$ cat src/rtl/pbr_pkg.sv
package pbr_pkg;
   typedef enum logic [1:0] {
      ACC_NONE  = 2'd0,
      ACC_READ  = 2'd1,
      ACC_WRITE = 2'd2
   } acc_e;
endpackage

$ cat src/rtl/pbr_sleep.sv
module pbr_sleep #(
   parameter int WAKE_CYC = 2
) (
   input  logic clk,
   input  logic rst_n,
   input  logic sleep,
   input  logic strobe_seen,
   output logic hold,
   output logic parked,
   output logic proto_err
);
   localparam int RW = $clog2(WAKE_CYC + 1);

   logic [RW-1:0] rec_q;

   assign hold = sleep | (rec_q != '0);

   always_ff @(posedge clk or negedge rst_n) begin
      if (!rst_n) begin
         rec_q     <= '0;
         parked    <= 1'b0;
         proto_err <= 1'b0;
      end else begin
         parked <= sleep;
         if (sleep) begin
            rec_q <= RW'(WAKE_CYC);
         end else if (rec_q != '0) begin
            rec_q <= rec_q - 1'b1;
            if (strobe_seen) proto_err <= 1'b1;
         end
      end
   end
endmodule

$ cat src/rtl/pbr_decode.sv
module pbr_decode
   import pbr_pkg::*;
#(
   parameter int AW        = 6,
   parameter int BURST_LEN = 4
) (
   input  logic          clk,
   input  logic          rst_n,
   input  logic          hold,
   input  logic [AW-1:0] addr,
   input  logic          proc_stb_n,
   input  logic          ctrl_stb_n,
   input  logic          adv_n,
   input  logic          ce_n,
   input  logic [1:0]    en_hi,
   input  logic [1:0]    en_lo_n,
   input  logic          wr_req,
   input  logic          burst_lin,
   output acc_e          acc,
   output logic [AW-1:0] acc_addr
);
   localparam int CW = $clog2(BURST_LEN);

   logic [AW-1:0] base_q, base_n;
   logic [CW-1:0] cnt_q, cnt_n, cnt_step;
   logic [CW-1:0] lo_lin, lo_xor;
   logic          active_q, active_n;
   logic          sel, p_go, c_go;

   assign sel      = !ce_n && (&en_hi) && !(|en_lo_n);
   assign p_go     = !proc_stb_n && !ce_n;
   assign c_go     = !ctrl_stb_n && !p_go;
   assign cnt_step = adv_n ? cnt_q : cnt_q + 1'b1;
   assign lo_lin   = base_q[CW-1:0] + cnt_step;
   assign lo_xor   = base_q[CW-1:0] ^ cnt_step;

   always_comb begin
      acc      = ACC_NONE;
      acc_addr = {base_q[AW-1:CW], (burst_lin ? lo_lin : lo_xor)};
      base_n   = base_q;
      cnt_n    = cnt_q;
      active_n = active_q;
      if (hold) begin
         active_n = 1'b0;
      end else if (p_go || c_go) begin
         if (sel) begin
            active_n = 1'b1;
            base_n   = addr;
            cnt_n    = '0;
            acc_addr = addr;
            acc      = (!p_go && wr_req) ? ACC_WRITE : ACC_READ;
         end else begin
            active_n = 1'b0;
         end
      end else if (active_q) begin
         cnt_n = cnt_step;
         acc   = wr_req ? ACC_WRITE : ACC_READ;
      end
   end

   always_ff @(posedge clk or negedge rst_n) begin
      if (!rst_n) begin
         base_q   <= '0;
         cnt_q    <= '0;
         active_q <= 1'b0;
      end else begin
         base_q   <= base_n;
         cnt_q    <= cnt_n;
         active_q <= active_n;
      end
   end
endmodule

$ cat src/rtl/pbr_lanes.sv
module pbr_lanes #(
   parameter int AW    = 6,
   parameter int LANES = 8
) (
   input  logic               clk,
   input  logic [LANES-1:0]   we,
   input  logic [AW-1:0]      waddr,
   input  logic [8*LANES-1:0] wdata,
   input  logic [AW-1:0]      raddr,
   output logic [8*LANES-1:0] rdata
);
   localparam int DEPTH = 1 << AW;

   for (genvar l = 0; l < LANES; l++) begin : g_lane
      logic [7:0] cells [DEPTH];
      always_ff @(posedge clk) begin
         if (we[l]) cells[waddr] <= wdata[l*8 +: 8];
      end
      assign rdata[l*8 +: 8] = cells[raddr];
   end
endmodule

$ cat src/rtl/pipe_burst_ram.sv
module pipe_burst_ram
   import pbr_pkg::*;
#(
   parameter int AW        = 6,
   parameter int DW        = 64,
   parameter int BURST_LEN = 4,
   parameter int WAKE_CYC  = 2
) (
   input  logic            clk,
   input  logic            rst_n,
   input  logic [AW-1:0]   addr,
   input  logic            proc_stb_n,
   input  logic            ctrl_stb_n,
   input  logic            adv_n,
   input  logic            ce_n,
   input  logic [1:0]      en_hi,
   input  logic [1:0]      en_lo_n,
   input  logic            glob_we_n,
   input  logic            byte_we_n,
   input  logic [DW/8-1:0] lane_we_n,
   input  logic [DW-1:0]   wdata,
   input  logic            oe_n,
   input  logic            sleep,
   input  logic            burst_lin,
   output logic [DW-1:0]   rdata,
   output logic            rdata_oe,
   output logic            proto_err
);
   localparam int LANES = DW / 8;

   if (DW % 8 != 0) begin : g_bad_dw
      $error("DW must be a whole number of bytes");
   end
   if (BURST_LEN < 2 || (BURST_LEN & (BURST_LEN - 1)) != 0) begin : g_bad_bl
      $error("BURST_LEN must be a power of two of at least 2");
   end
   if ((1 << AW) < BURST_LEN) begin : g_bad_aw
      $error("AW too small for one burst");
   end
   if (WAKE_CYC < 1) begin : g_bad_wk
      $error("WAKE_CYC must be at least 1");
   end

   logic             wr_req, hold, parked;
   logic [LANES-1:0] lane_mask, we;
   acc_e             acc;
   logic [AW-1:0]    acc_addr, rd_addr_q;
   logic [DW-1:0]    mem_rd, q_q;
   logic             rd_pend_q, valid_q, drive;

   assign wr_req    = !glob_we_n || (!byte_we_n && !(&lane_we_n));
   assign lane_mask = !glob_we_n ? '1 : (!byte_we_n ? ~lane_we_n : '0);
   assign we        = (acc == ACC_WRITE) ? lane_mask : '0;

   pbr_sleep #(.WAKE_CYC(WAKE_CYC)) u_sleep (
      .clk(clk), .rst_n(rst_n), .sleep(sleep),
      .strobe_seen(!proc_stb_n || !ctrl_stb_n),
      .hold(hold), .parked(parked), .proto_err(proto_err)
   );

   pbr_decode #(.AW(AW), .BURST_LEN(BURST_LEN)) u_dec (
      .clk(clk), .rst_n(rst_n), .hold(hold), .addr(addr),
      .proc_stb_n(proc_stb_n), .ctrl_stb_n(ctrl_stb_n), .adv_n(adv_n),
      .ce_n(ce_n), .en_hi(en_hi), .en_lo_n(en_lo_n), .wr_req(wr_req),
      .burst_lin(burst_lin), .acc(acc), .acc_addr(acc_addr)
   );

   pbr_lanes #(.AW(AW), .LANES(LANES)) u_mem (
      .clk(clk), .we(we), .waddr(acc_addr), .wdata(wdata),
      .raddr(rd_addr_q), .rdata(mem_rd)
   );

   always_ff @(posedge clk or negedge rst_n) begin
      if (!rst_n) begin
         rd_pend_q <= 1'b0;
         rd_addr_q <= '0;
         valid_q   <= 1'b0;
         q_q       <= '0;
      end else begin
         rd_pend_q <= (acc == ACC_READ);
         rd_addr_q <= acc_addr;
         valid_q   <= rd_pend_q;
         if (rd_pend_q) q_q <= mem_rd;
      end
   end

   assign drive    = valid_q && !oe_n && !parked;
   assign rdata_oe = drive;
   assign rdata    = drive ? q_q : '0;
endmodule

$ cat config.mk
export PLATFORM = sky130hd
export DESIGN_NAME = pipe_burst_ram
export DESIGN_NICKNAME = d
export VERILOG_FILES = /design/src/rtl/pbr_pkg.sv /design/src/rtl/pbr_sleep.sv /design/src/rtl/pbr_decode.sv /design/src/rtl/pbr_lanes.sv /design/src/rtl/pipe_burst_ram.sv
export SDC_FILE = /design/constraint.sdc
export NUM_CORES = 2
export LEC_CHECK = 0
export CAP_MARGIN = 40
export CORE_MARGIN = 2
export CORE_UTILIZATION = 60
export CTS_CLUSTER_DIAMETER = 120
export DETAILED_ROUTE_END_ITERATION = 12
export DONT_BUFFER_PORTS = 1
export GPL_ROUTABILITY_DRIVEN = 0
export PLACE_DENSITY = 0.74
export SYNTH_ARGS = -nofsm -noshare
export SYNTH_HDL_FRONTEND = slang
export SYNTH_SLANG_ARGS = --single-unit
$ cat constraint.sdc
create_clock -name clk -period 9.3 [get_ports clk]
set_clock_uncertainty 0.2 [all_clocks]
set_input_delay 1.86 -clock clk [delete_from_list [all_inputs] [get_ports clk]]
set_output_delay 1.86 -clock clk [all_outputs]
set_load 0.01 [all_outputs]
==> impl_metrics.ini <==
[global_route]
grt_util_all_layers = 0.3229
overflow = 0
grt_first_pass_wirelength_um = 622400
grt_antenna_before_repair = 23
grt_max_degree = 145
grt_pass1_vias = 84230

[setup_path]
r2r-start = u_dec.cnt_q[0]
reg2reg_slack_ns = 4.40
worstSetupEndpointType = output port
critPathRequiredTime_ns = 7.24
cp_max_fo = 42
path_class = primary input to output port
cp-start-kind = primary input
crit_start = oe_n
arrival_ns = 3.47

[floorplanning]
rows = 190
die-area_um2 = 274300
start_util = 0.6039
coreArea_um2 = 268400
die_y_um = 523.8
io_pins = 159
die_x_um = 523.8

[synthesis]
netlist_top_cells_count = 4096 x edfxtp_1, 1028 x mux2i_1, 654 x nor2_1
yosysUniqueCellTypes = 62
yosys_warnings = 0
yosysTopAreaCell = edfxtp_1
yosys_register_bits = 4181
synth_top_area_share = 0.7589
synth_cells = 8521
seq_area_frac_synth = 0.7720
ys.flop_type = edfxtp_1
yosysMostFrequentCell = edfxtp_1
syn_avg_cell_area_um2 = 19.02
synth_area_um2 = 162100
ys_top_cells_by_area = edfxtp_1 76%, mux4_2 7.1%, mux2i_1 6.3%, a22oi_1 2.1%, nor2_1 1.5%
synthArstFlopShare = 0.02033
syn_nets = 8616
synth-edff-count = 4096

[clocking]
cts_buffers = 399
cts_max_path_buffers = 4
htreeDepth = 5
post-cts-setup-buffers = 0
cts_root_buffer = clkbuf_16
cts-resized-gates = 0
clkSlewWorstSetupHoldPaths_ns = 0.06
clock_latency_ns = 0.93
clock_sinks = 4181
cts_tree = done
ctsHoldBuffers = 0

[finish]
drive_gt1_frac = 0.1539
fin_nets = 8659
final_util = 0.6716
area_growth_pct = 11.21

[placed_design]
port_buffers = 0
dp_hpwl_um = 275400

[routing]
wl_um = 445200
wl_per_cell_um = 35.71
wl_met2_um = 208100
wl_met1_um = 156400
met3_wirelength_um = 52700
vias = 85920
drt-pass1-iter-count = 8
drtIter0Drc = 13530
drc_errors = 0
topRoutingLayerUsed = met5
viasPerCell = 6.891
ant_nets = 0

[hold_path]
hold_start = u_dec.base_q[1]
hold_class = flop to flop

[timing]
final_hold_viol_count = 0
final_max_slew_viol_count = 0
fin_crit_sh = 0.5949
slew_headroom = 0.2941
max_freq_ghz = 0.1808
period_minus_slack_ns = 5.532
rsz0062_at_grt = false
holdWs_ns = 0.3223
setup-violations-final = 0
worst_pin_slew_ns = 1.059
fin_tns_setup_ns = 0

[power_and_ir_drop]
p_leak_nw = 54.48
peakVddDrop_mv = 0.1819
power.total_mw = 40.81
p_per_area_nw_per_um2 = 226.4

[job]
cap_violations = 0

[outcome]
outcome = completed
[layout by cell type, fill, tap and decap left out, types with 9 or more instances in the layout]
cell type	instances
a21oi_1	65
a221o_1	64
a221oi_1	64
a22oi_1	448
and2_1	65
buf_12	22
buf_16	39
buf_4	87
bufinv_16	36
clkbuf_1	69
clkbuf_16	404
clkbuf_8	18
clkinv_1	62
clkinv_2	65
clkinv_4	9
clkinvlp_4	27
dfrtp_1	82
diode_2	38
edfxtp_1	4096
inv_6	13
mux2i_1	1028
mux4_2	512
nand2_1	224
nand2_2	21
nand2b_1	68
nand3_1	67
nand4_1	67
nor2_1	650
nor3_1	75
o21ai_0	79
o21ai_2	15
o21ai_4	25
o221ai_1	64
o22ai_1	129
[power breakdown]
part	switching [mW]	leakage (nW)	internal (mW)	total, mW
logic	2.46	10.3	1.55	4.01
registers	0.0548	37.9	20.7	20.7
clock network	6.94	6.26	9.13	16.1
[cell families (layout without fill, tap and decap cells)]
kind of cell | after synthesis | in the layout | synth area share
AO/OA/AOI/OAI | 971 | 971 | 0.04423
XOR/XNOR | 5 | 5 | 0.0004477
AND/OR/NAND/NOR | 1293 | 1293 | 0.03556
adder cells (fa/ha/maj) | 2 | 2 | 0.0001544
flip-flops | 4181 | 4181 | 0.7720
buffers and inverters | 523 | 880 | 0.01252
multiplexers | 1546 | 1546 | 0.1351
other | 0 | 38 | 0
[registers in the layout, indices dropped and copies added (netlist names)]
signal / cells
u_sleep.parked: 1
valid_q: 1
u_dec.cnt_q: 2
q_q: 64
u_mem.g_lane.cells: 4096
u_dec.base_q: 6
rd_pend_q: 1
u_sleep.proto_err: 1
rd_addr_q: 6
u_dec.active_q: 1
u_sleep.rec_q: 2
[layer usage]
layer,GRT usage,vias to the layer above
met1,0.4231,43810
met2,0.4982,6276
li1,-,34740
met3,0.08242,1081
met5,0.005024,-
met4,0.1823,8
[metrics by stage]
stage	std cells	instance area, um^2	setup WS [ns]
after floorplan	8521	162100	4.516
after global placement	11650	165800	3.207
after detailed placement	11710	167200	3.083
after CTS	12430	180100	3.620
after global routing	12450	180200	3.581
final	12470	180200	3.768
[cell type report]
| cell class | instances | area, um^2 |
|---|---|---|
| Antenna cell | 38 | 95.09 |
| Fill cell | 16350 | 88150 |
| Clock buffer | 491 | 10620 |
| Multi-Input combinational cell | 3817 | 35370 |
| Sequential cell | 4181 | 125100 |
| Tap cell | 3552 | 4444 |
| Timing Repair Buffer | 159 | 2282 |
| Inverter | 6 | 22.52 |
| Clock inverter | 224 | 2286 |
[worst max-delay path: stages]
cell     delay [ns]
nor3b_2        0.27
buf_4          0.34
buf_4          0.52
and2_1         0.29
[worst paths after layout]
kind,end,cells past startpoint
min in group asynchronous,q_q[2],0
max,rdata[1],4
max reg2reg,u_mem.g_lane[0].cells[26][1],8
min,u_dec.base_q[1],2
max in group asynchronous,q_q[63],0
min reg2reg,u_dec.base_q[1],2
(Power assumes the default switching activity.)
